[config.mk]
export PLATFORM = sky130hd
export DESIGN_NAME = dma_page_mover
export DESIGN_NICKNAME = d
export VERILOG_FILES = /design/src/rtl/dma_mover_pkg.sv /design/src/rtl/dma_mover_datapath.sv /design/src/rtl/dma_mover_ctrl.sv /design/src/rtl/dma_page_mover.sv
export SDC_FILE = /design/constraint.sdc
export NUM_CORES = 1
export LEC_CHECK = 0
export CORE_MARGIN = 5
export CORE_UTILIZATION = 55
export CTS_BUF_LIST = sky130_fd_sc_hd__clkbuf_4
export CTS_CLUSTER_SIZE = 40
export DETAILED_ROUTE_END_ITERATION = 10
export DONT_BUFFER_PORTS = 1
export GPL_ROUTABILITY_DRIVEN = 0
export GPL_TIMING_DRIVEN = 0
export PLACE_DENSITY = 0.7
export SYNTH_ARGS = -nofsm -noshare
export SYNTH_HDL_FRONTEND = slang
export SYNTH_SLANG_ARGS = --single-unit
[constraint.sdc]
create_clock -name clk -period 6.8 [get_ports clk]
set_input_delay 0.34 -clock clk [delete_from_list [all_inputs] [get_ports clk]]
set_output_delay 0.34 -clock clk [all_outputs]
set_load 0.02 [all_outputs]
[src/rtl/dma_mover_pkg.sv]
package dma_mover_pkg;

  // Register selects
  localparam logic [1:0] SEL_BASE  = 2'd0;
  localparam logic [1:0] SEL_COUNT = 2'd1;
  localparam logic [1:0] SEL_CTRL  = 2'd2;
  localparam logic [1:0] SEL_STAT  = 2'd3;

  // Control register bits
  localparam int CTRL_GO_BIT  = 0;
  localparam int CTRL_CLR_BIT = 1;

  typedef enum logic [1:0] {
    ST_IDLE = 2'd0,
    ST_REQ  = 2'd1,
    ST_XFER = 2'd2,
    ST_FIN  = 2'd3
  } moverState_t;

  // Strobes from control to datapath
  typedef struct packed {
    logic load;     // copy configuration into the working counters
    logic take;     // capture a source word into the holding register
    logic advance;  // a word was accepted: step address, count down
  } dpStrobe_t;

endpackage

[src/rtl/dma_mover_datapath.sv]
module dma_mover_datapath
  import dma_mover_pkg::*;
#(
  parameter int ADDR_W = 32,
  parameter int DATA_W = 32,
  parameter int PAGE_W = 12,
  parameter int CNT_W  = 16
) (
  input  logic              clk,
  input  logic              rstN,
  input  logic              wrBase,
  input  logic              wrCount,
  input  logic [ADDR_W-1:0] wrAddrVal,
  input  logic [CNT_W-1:0]  wrCountVal,
  input  dpStrobe_t         strb,
  input  logic [DATA_W-1:0] srcData,
  output logic [ADDR_W-1:0] cfgAddr,
  output logic [CNT_W-1:0]  cfgCount,
  output logic [ADDR_W-1:0] busAddr,
  output logic [DATA_W-1:0] busData,
  output logic              haveWord,
  output logic              lastWord,
  output logic              countZero,
  output logic              rangeBad
);

  localparam int BYTES     = DATA_W / 8;
  localparam int STEP_LOG2 = $clog2(BYTES);
  localparam int SPAN_W    = CNT_W + STEP_LOG2;
  localparam int SUM_W     = ((PAGE_W > SPAN_W) ? PAGE_W : SPAN_W) + 1;

  logic [ADDR_W-1:0] curAddr;
  logic [CNT_W-1:0]  remain;
  logic [DATA_W-1:0] holdData;
  logic [SUM_W-1:0]  endOff;
  logic [SUM_W-1:0]  pageSize;
  logic              overrun;
  logic              misaligned;

  // Software-visible configuration
  always_ff @(posedge clk or negedge rstN) begin
    if (!rstN) begin
      cfgAddr  <= '0;
      cfgCount <= '0;
    end else begin
      if (wrBase)  cfgAddr  <= wrAddrVal;
      if (wrCount) cfgCount <= wrCountVal;
    end
  end

  // Working address, remaining count and holding register
  always_ff @(posedge clk or negedge rstN) begin
    if (!rstN) begin
      curAddr  <= '0;
      remain   <= '0;
      holdData <= '0;
      haveWord <= 1'b0;
    end else begin
      if (strb.load) begin
        curAddr  <= cfgAddr;
        remain   <= cfgCount;
        haveWord <= 1'b0;
      end else if (strb.advance) begin
        curAddr  <= curAddr + ADDR_W'(BYTES);
        remain   <= remain - CNT_W'(1);
        haveWord <= 1'b0;
      end else if (strb.take) begin
        holdData <= srcData;
        haveWord <= 1'b1;
      end
    end
  end

  // Page bound: offset inside the page plus byte span must fit
  assign endOff   = SUM_W'(cfgAddr[PAGE_W-1:0]) + (SUM_W'(cfgCount) << STEP_LOG2);
  assign pageSize = SUM_W'(1) << PAGE_W;
  assign overrun  = endOff > pageSize;

  generate
    if (STEP_LOG2 > 0) begin : g_align
      assign misaligned = |cfgAddr[STEP_LOG2-1:0];
    end else begin : g_noAlign
      assign misaligned = 1'b0;
    end
  endgenerate

  assign rangeBad  = overrun | misaligned;
  assign countZero = (cfgCount == '0);
  assign lastWord  = (remain == CNT_W'(1));
  assign busAddr   = curAddr;
  assign busData   = holdData;

endmodule

[src/rtl/dma_mover_ctrl.sv]
module dma_mover_ctrl
  import dma_mover_pkg::*;
(
  input  logic      clk,
  input  logic      rstN,
  input  logic      goPulse,
  input  logic      clrIrq,
  input  logic      busGrant,
  input  logic      busWait,
  input  logic      busErr,
  input  logic      srcValid,
  input  logic      rangeBad,
  input  logic      countZero,
  input  logic      lastWord,
  input  logic      haveWord,
  output dpStrobe_t strb,
  output logic      busReq,
  output logic      busValid,
  output logic      busRelease,
  output logic      srcReady,
  output logic      busy,
  output logic      doneFlag,
  output logic      errFlag,
  output logic      irq
);

  moverState_t st, stNext;
  logic doneSet, errSet, flagClr;

  always_comb begin
    stNext  = st;
    strb    = '0;
    doneSet = 1'b0;
    errSet  = 1'b0;
    flagClr = 1'b0;
    unique case (st)
      ST_IDLE: begin
        if (goPulse) begin
          flagClr = 1'b1;
          if (rangeBad) begin
            errSet = 1'b1;
          end else if (countZero) begin
            doneSet = 1'b1;
          end else begin
            strb.load = 1'b1;
            stNext    = ST_REQ;
          end
        end
      end
      ST_REQ: begin
        if (busGrant) stNext = ST_XFER;
      end
      ST_XFER: begin
        if (busErr) begin
          errSet = 1'b1;
          stNext = ST_FIN;
        end else begin
          if (!haveWord && srcValid) strb.take = 1'b1;
          if (haveWord && !busWait) begin
            strb.advance = 1'b1;
            if (lastWord) begin
              doneSet = 1'b1;
              stNext  = ST_FIN;
            end
          end
        end
      end
      ST_FIN: stNext = ST_IDLE;
      default: stNext = ST_IDLE;
    endcase
  end

  always_ff @(posedge clk or negedge rstN) begin
    if (!rstN) begin
      st       <= ST_IDLE;
      doneFlag <= 1'b0;
      errFlag  <= 1'b0;
      irq      <= 1'b0;
    end else begin
      st <= stNext;
      if (flagClr) begin
        doneFlag <= 1'b0;
        errFlag  <= 1'b0;
      end
      if (doneSet) doneFlag <= 1'b1;
      if (errSet)  errFlag  <= 1'b1;
      if (doneSet || errSet) irq <= 1'b1;
      else if (clrIrq)       irq <= 1'b0;
    end
  end

  assign busReq     = (st == ST_REQ) || (st == ST_XFER);
  assign busValid   = (st == ST_XFER) && haveWord;
  assign srcReady   = (st == ST_XFER) && !haveWord && !busErr;
  assign busRelease = (st == ST_FIN);
  assign busy       = (st != ST_IDLE);

endmodule

[src/rtl/dma_page_mover.sv]
module dma_page_mover
  import dma_mover_pkg::*;
#(
  parameter int ADDR_W = 32,
  parameter int DATA_W = 32,
  parameter int PAGE_W = 12,
  parameter int CNT_W  = 16,
  parameter int REG_W  = 32
) (
  input  logic              clk,
  input  logic              rstN,
  input  logic              regWrEn,
  input  logic [1:0]        regSel,
  input  logic [REG_W-1:0]  regWrData,
  output logic [REG_W-1:0]  regRdData,
  output logic              busReq,
  input  logic              busGrant,
  output logic              busRelease,
  output logic              busValid,
  output logic [ADDR_W-1:0] busAddr,
  output logic [DATA_W-1:0] busData,
  input  logic              busWait,
  input  logic              busErr,
  input  logic              srcValid,
  input  logic [DATA_W-1:0] srcData,
  output logic              srcReady,
  output logic              irq
);

  dpStrobe_t         strb;
  logic              busy, doneFlag, errFlag;
  logic              haveWord, lastWord, countZero, rangeBad;
  logic              wrCtrl, goPulse, clrIrq, wrBase, wrCount;
  logic [ADDR_W-1:0] cfgAddr;
  logic [CNT_W-1:0]  cfgCount;
  logic              unusedWrBits;

  assign wrCtrl  = regWrEn && (regSel == SEL_CTRL);
  assign goPulse = wrCtrl && regWrData[CTRL_GO_BIT];
  assign clrIrq  = wrCtrl && regWrData[CTRL_CLR_BIT];
  assign wrBase  = regWrEn && (regSel == SEL_BASE)  && !busy;
  assign wrCount = regWrEn && (regSel == SEL_COUNT) && !busy;
  assign unusedWrBits = ^regWrData;

  always_comb begin
    unique case (regSel)
      SEL_BASE:  regRdData = REG_W'(cfgAddr);
      SEL_COUNT: regRdData = REG_W'(cfgCount);
      SEL_STAT:  regRdData = REG_W'({errFlag, doneFlag, busy});
      default:   regRdData = '0;
    endcase
  end

  dma_mover_ctrl u_ctrl (
    .clk(clk), .rstN(rstN),
    .goPulse(goPulse), .clrIrq(clrIrq),
    .busGrant(busGrant), .busWait(busWait), .busErr(busErr),
    .srcValid(srcValid),
    .rangeBad(rangeBad), .countZero(countZero),
    .lastWord(lastWord), .haveWord(haveWord),
    .strb(strb),
    .busReq(busReq), .busValid(busValid), .busRelease(busRelease),
    .srcReady(srcReady), .busy(busy),
    .doneFlag(doneFlag), .errFlag(errFlag), .irq(irq)
  );

  dma_mover_datapath #(
    .ADDR_W(ADDR_W), .DATA_W(DATA_W), .PAGE_W(PAGE_W), .CNT_W(CNT_W)
  ) u_dp (
    .clk(clk), .rstN(rstN),
    .wrBase(wrBase), .wrCount(wrCount),
    .wrAddrVal(regWrData[ADDR_W-1:0]), .wrCountVal(regWrData[CNT_W-1:0]),
    .strb(strb), .srcData(srcData),
    .cfgAddr(cfgAddr), .cfgCount(cfgCount),
    .busAddr(busAddr), .busData(busData),
    .haveWord(haveWord), .lastWord(lastWord),
    .countZero(countZero), .rangeBad(rangeBad)
  );

endmodule

==> run summary, run 1 <==
initial antenna violation count: 1
CTS tree: done
Detail Route Antenna Nets: 0
Die ar.: 0.0158 sq mm
VDD IR max: 0.000249 V
share of synthesized flip-flops with an asynchronous set or reset: 100%
Remaining DRCs: 0
Die Ht: 126 microns
Initial Util: 56.0%
Port Buffer Count: 0
Final Hold Viols: 0
setup TNS: 0 ps
CP required: 7240 ps
PD cells: 427 mW/mm^2
worst min path class: in -> reg
CP max FO: 10
Critical Path Max Stage Delay: 460 ps
top-area cell type share of the netlist area: 45.4%
Arrival @ worst endpoint: 4640 ps
Seq/Total Area, Yosys: 45.4%
Max clock buf depth: 2
first-pass GRT wire length: 30.8 mm
DP HPWL: 13.5 mm
nature of the critical path startpoint: flop
Synth Net Count: 721
Ports: 174
Vias/cell: 5.97
Worst Skew: 20.5 ps
Setup Fix Bufs, Post-CTS: 0
row count: 42
clk sinks: 134
Worst slew margin: 53.4%
Avg Cell Area, Syn: 11.7 sq um
post-layout min period: 4200 ps
Detailed Route WL: 18.8 mm
final setup fails: 0
Slew @ Worst Pin: 700 ps
DR pass1 iterations: 7
Root Buffer: clkbuf_4
layout cells sized above 1: 22.8%
post-synthesis to final-layout area growth: 16.8%
post-synthesis cell type count: 63
maximum number of pins on one net before global-route repair: 135
synth top area cells: dfrtp_1 (45%), mux2_4 (11%), mux2_2 (8.8%)
Post-synth EDFFs: 0
Chip Width: 126 microns
nets: 809
#FFs+latches synth: 134
status: completed
period utilization: 61.7%
RSZ-0062 raised after global routing: false
drt wl/cell: 20.7 microns
CP cell instances: ha_1, fa_1, a21o_1, a221oi_4, mux2i_1, nor4_1, a41oi_1, or4_1, buf_2, o31a_1, buf_6, mux2_4
Worst-path clk slew: 120 ps
cts repair resizes: 0
TritonCTS Buffers: 17
leading area contributor after synthesis: dfrtp_1
Final Slew Violations: 0
Vias: 5418
WHS: 52.0 ps
Post-Synthesis Cell Area: 0.00738 sq mm
gr usage total: 24.3%
P_leak: 3.85 nW
Top FF cell, synth: dfrtp_1
Syn. warnings: 0
Crit-path slowest cell: dfrtp_1
drt first-iter violations: 459
kind of critical path: reg -> reg
cell count after synthesis: 630
FMAX: 238 MHz
Clk Latency, worst-skew pair: 550 ps
deepest level of the CTS H-tree: 4
Core Region: 0.0132 sq mm
max_cap viols: 0
GRT overflow: 0
number of global-route vias before repair: 5671
Critical Path End Type: flop
metrics by stage:
step | area [sq um] | power (W) | setup slack (ps) | instances | utilization [%]
2_1_floorplan | 7380 | 0.00269 | 3140 | 630 | -
3_3_place_gp | 7600 | 0.00297 | 2790 | 806 | 57.6
3_5_place_dp | 7600 | 0.00304 | 2730 | 806 | 57.6
4_1_cts | 8620 | 0.00368 | 2660 | 907 | 65.4
5_1_grt | 8630 | 0.00393 | 2510 | 908 | 65.4
6_report | 8630 | 0.00368 | 2600 | 908 | 65.4
cells by family (layout without fill, tap and decap cells):
family,after synthesis,in the layout,synth area share (%)
buffers and inverters,43,144,3.17
AO/OA/AOI/OAI,71,71,6.78
adder cells (fa/ha/maj),18,18,3.15
other,0,1,0
XOR/XNOR,46,46,5.46
multiplexers,129,129,22.3
AND/OR/NAND/NOR,189,189,13.8
flip-flops,134,134,45.4
synthesized netlist by cell type, types with 5 or more instances:
| cell | number |
|---|---|
| xor2_1 | 9 |
| clkbuf_1 | 14 |
| nand3_1 | 22 |
| inv_1 | 11 |
| o21ai_0 | 6 |
| nand4_1 | 9 |
| nor4_1 | 15 |
| dfrtp_1 | 134 |
| nand2_1 | 22 |
| nor3_1 | 19 |
| mux2i_1 | 15 |
| xnor2_1 | 37 |
| mux2_4 | 56 |
| and3_1 | 8 |
| a21oi_1 | 24 |
| a21o_1 | 5 |
| mux2_2 | 58 |
| and2_1 | 21 |
| ha_1 | 17 |
| nor2_1 | 43 |
| buf_6 | 8 |
worst paths after layout:
kind / start / to / slack, ps / cells after the start
setup / recovery: u_dp.cfgCount[0] / u_dp.busData[0] / 2600 / 12
hold / removal: regWrData[1] / u_ctrl.irq / 50 / 3
hold reg to reg: u_dp.cfgAddr[18] / u_dp.busAddr[18] / 530 / 1
setup reg to reg: u_dp.cfgCount[0] / u_dp.busData[0] / 2600 / 12
min in group asynchronous: rstN / u_dp.busAddr[30] / 420 / 2
max in group asynchronous: rstN / u_dp.cfgCount[14] / 5890 / 2
layout by cell type (no fill, tap or decap), types with 4 or more instances in the layout:
cell type      instances
nand2b_1               4
nand2_1               22
xnor2_1               37
nor2_1                43
nor4_1                15
dlygate4sd3_1         68
or2_2                  4
xor2_1                 9
mux2_4                56
buf_2                  4
clkbuf_1              14
a211o_1                4
mux2i_1               15
buf_1                  4
buf_6                  8
clkbuf_4              18
a21o_1                 5
nand3_1               22
inv_1                 11
and2_1                21
ha_1                  17
dfrtp_1              134
o21ai_0                6
clkinvlp_4             5
a21oi_1               24
and4_1                 4
and3_1                 8
nand4_1                9
mux2_2                58
nor3_1                19
flip-flops by register name (all words and copies together), names as in the netlist:
register	cells
u_dp.remain	16
u_ctrl.doneFlag	1
u_ctrl.irq	1
u_dp.haveWord	1
u_dp.cfgCount	16
u_dp.busData	32
u_ctrl.st	2
u_ctrl.errFlag	1
u_dp.busAddr	32
u_dp.cfgAddr	32
where the power goes:
group	internal (W)	switching, W
combinational	0.000735	0.000716
sequential	0.00112	0.000541
clock	0.000262	0.000313
total	0.00211	0.00157
critical path: cells and delay by family (launching register included):
family	cells	cell delay, ps
fa+ha+maj	2	690
simple gates	2	870
buf+inv	2	420
compound gates	4	1220
flops	1	460
mux	2	430
what timing repair did:
action | CTS | global route
hold buffers | 69 | 0
endpoints found under the hold margin | 218 | 0
setup endpoints to repair | 0 | 0
layer usage:
metal,global-route usage (%),part of all wire (%),vias to the layer above
met4,11.4,3.6,0
met2,40.7,50,206
li1,-,-,2457
met3,6.69,6.8,52
met1,29.1,39,2703
met5,0,0,-
area by class of cell:
type / count / area [sq um]
fill: 1008 / 4560
multi-input combinational: 453 / 3800
tap: 176 / 220
inverter: 11 / 41.3
clock inverter: 14 / 178
antenna: 1 / 2.50
buffer: 32 / 193
sequential: 134 / 3350
timing repair buffer: 69 / 708
clock buffer: 18 / 135
Note: power is estimated with default switching activity, not from simulation.
==> run 2, diff against run 1 <==
--- a/config.mk
+++ b/config.mk
@@ -5,6 +5,7 @@
 export SDC_FILE = /design/constraint.sdc
 export NUM_CORES = 1
 export LEC_CHECK = 0
+export ABC_AREA = 1
 export CORE_MARGIN = 5
 export CORE_UTILIZATION = 55
 export CTS_BUF_LIST = sky130_fd_sc_hd__clkbuf_4
==> constraint.sdc (replaced) <==
create_clock -name clk -period 3.98 [get_ports clk]
set_input_delay 0.199 -clock clk [delete_from_list [all_inputs] [get_ports clk]]
set_output_delay 0.199 -clock clk [all_outputs]
set_load 0.02 [all_outputs]
==> run 2 against run 1 <==
  * Register-to-register slack worse by 2100 ps
  * Routed wire length is 28% higher
  * Clock skew hardly changed
  * Final cell count is 52% higher
  * Sequential share of layout area is 2.5 points lower
  * Critical path type unchanged
==> run summary, run 2 <==
Post-CTS Hold Buffers: 76
Post-Synthesis Cell Area: 0.00794 sq mm
VDD IR max: 0.000338 V
cts repair resizes: 0
post-synthesis to final-layout area growth: 16.3%
gr usage total: 28.1%
RSZ-0062 raised after global routing: false
Detailed Route WL: 24.0 mm
post-layout min period: 3440 ps
leading area contributor after synthesis: dfrtp_1
Core Region: 0.0144 sq mm
Ports: 174
#FFs+latches synth: 134
Remaining DRCs: 0
share of synthesized flip-flops with an asynchronous set or reset: 100%
status: completed
PD cells: 700 mW/mm^2
drt wl/cell: 17.4 microns
Synth Net Count: 1181
kind of critical path: reg -> reg
CP required: 4450 ps
nets: 1276
list of most frequent post-synthesis cells: nand2_1 (283), dfrtp_1 (134), inv_1 (134)
number of global-route vias before repair: 7209
Max clock buf depth: 2
Seq/Total Area, Yosys: 42.2%
Finished Layout Cells: 1380
cell mode on critical path: nand2_1
max_cap viols: 0
DP HPWL: 17.2 mm
top-count cell post-synth: nand2_1
synth top area cells: dfrtp_1 (42%), nand2_1 (13%), nand3_1 (7.5%)
row count: 44
Critical Path End Type: flop
Crit-path slowest cell: dlygate4sd3_1
Clk Latency, worst-skew pair: 540 ps
R2R setup slack: 540 ps
DR pass1 iterations: 5
Slew @ Worst Pin: 922 ps
drt first-iter violations: 600
CP max FO: 10
layout cells sized above 1: 5.02%
initial antenna violation count: 0
Final Slew Violations: 0
Detail Route Antenna Nets: 0
Critical Path Max Stage Delay: 540 ps
deepest level of the CTS H-tree: 4
Post-synth EDFFs: 0
period utilization: 86.5%
FMAX: 290 MHz
# placed instances: 1274
Worst-path clk slew: 120 ps
final setup fails: 0
Top FF cell, synth: dfrtp_1
clk sinks: 134
Vias: 7678
Arrival @ worst endpoint: 3920 ps
Initial Util: 55.2%
# diodes: 0
Critical path buffers and inverters: 3
utilization after layout: 64.2%
CP cell instances: ha_1, fa_1, nand2_1, nand2_1, nand3_1, nand2_1, nand2_1, nand2_1, nor2_1, nand3_1, o21bai_2, buf_2, nand3_1, nand2_1, inv_1, nand3_1, dlygate4sd3_1
top-area cell type share of the netlist area: 42.2%
Die Ht: 130 microns
TritonCTS Buffers: 17
Setup Fix Bufs, Post-CTS: 0
first-pass GRT wire length: 37.2 mm
CP delay by family, top: simple AND/OR/NAND/NOR gates
commonest non-fill, non-tap cell in the layout: nand2_1
GRT overflow: 0
Worst slew margin: 37.9%
Vias/cell: 5.56
CTS tree: done
Avg Cell Area, Syn: 7.28 sq um
Die ar.: 0.0169 sq mm
maximum number of pins on one net before global-route repair: 135
P_leak: 4.69 nW
setup TNS: 0 ps
WHS: 84.0 ps
Root Buffer: clkbuf_4
Syn. warnings: 0
cell count after synthesis: 1090
Final Hold Viols: 0
Port Buffer Count: 0
worst min path class: in -> reg
Chip Width: 130 microns
Worst Skew: 20.1 ps
nature of the critical path startpoint: flop
most frequent cells in the layout: nand2_1 (283), inv_1 (134), dfrtp_1 (134), nand3_1 (119), nor2_1 (89)
post-synthesis cell type count: 43
-- run 2: cell types whose count changed in the layout (fill, tap and decap cells not counted), sizes merged, moves of 9 or more --
cell,before,now
mux2i,15,0
and2,21,2
nand2,22,284
nand4,9,74
inv,13,136
nand3,22,121
xnor2,37,9
clkbuf,32,50
mux2,114,0
xor2,9,25
nor4,15,6
o21ai,7,64
nor2,43,90
-- run 2: layout make-up --
type                    instances  area [sq um]
clock buffers                  20           150
inverters                     137           514
clock inverters                10           133
repair buffers                 76           778
plain buffers                  54           245
flip-flops and latches        134          3350
multi-input cells             765          3820
fillers                      1330          5140
well taps                     184           230
-- run 2: cells by family (layout without fill, tap and decap cells) --
| kind of cell | Yosys count | after routing | share of synthesized area [%] |
|---|---|---|---|
| xor+xnor | 34 | 34 | 3.75 |
| buf+inv | 191 | 297 | 9.57 |
| fa+ha+maj | 18 | 18 | 2.93 |
| simple gates | 611 | 611 | 34.6 |
| flops | 134 | 134 | 42.2 |
| compound gates | 102 | 102 | 6.87 |
-- run 2: worst reg2reg max path, delay by kind of cell (launching register included) --
family                     cells  cell delay [ps]
and+or+nand+nor               11              930
AOI/OAI and AO/OA              1              400
adders and majority gates      2              710
DFF                            1              480
buffers and inverters          3              900
-- run 2: per-layer routing --
layer	track usage (%)	share of wire [%]	vias up
met5	0	0	-
met4	9.60	2.5	0
met3	6.10	8.3	50
met2	45.3	46	310
met1	37.7	43	3570
li1	-	-	3748
-- run 2: per-stage QoR --
| step | worst slack [ps] | instance area [sq um] | total power, W |
|---|---|---|---|
| floorplan | 1480 | 7940 | 0.00467 |
| global placement | 879 | 8170 | 0.00529 |
| detailed placement | 864 | 8170 | 0.00536 |
| CTS | 554 | 9230 | 0.00642 |
| global route | 311 | 9230 | 0.00696 |
| finish | 536 | 9230 | 0.00646 |
-- run 2: final timing paths --
kind	endpoint	depth (start not counted)	from
min reg2reg	u_dp.cfgAddr[1]	2	u_dp.cfgAddr[1]
min	u_dp.cfgCount[12]	5	regWrEn
max	u_ctrl.irq	17	u_dp.cfgAddr[2]
max reg2reg	u_ctrl.irq	17	u_dp.cfgAddr[2]
max in group asynchronous	u_dp.cfgAddr[15]	2	rstN
min in group asynchronous	u_dp.cfgAddr[5]	2	rstN
-- run 2: where the power goes --
part	internal (W)	leakage [nW]	total (W)	switching (W)
Combinational	0.000924	2.85	0.00255	0.00163
Clock	0.000445	0.152	0.000949	0.000504
Sequential	0.00194	1.69	0.00296	0.00102
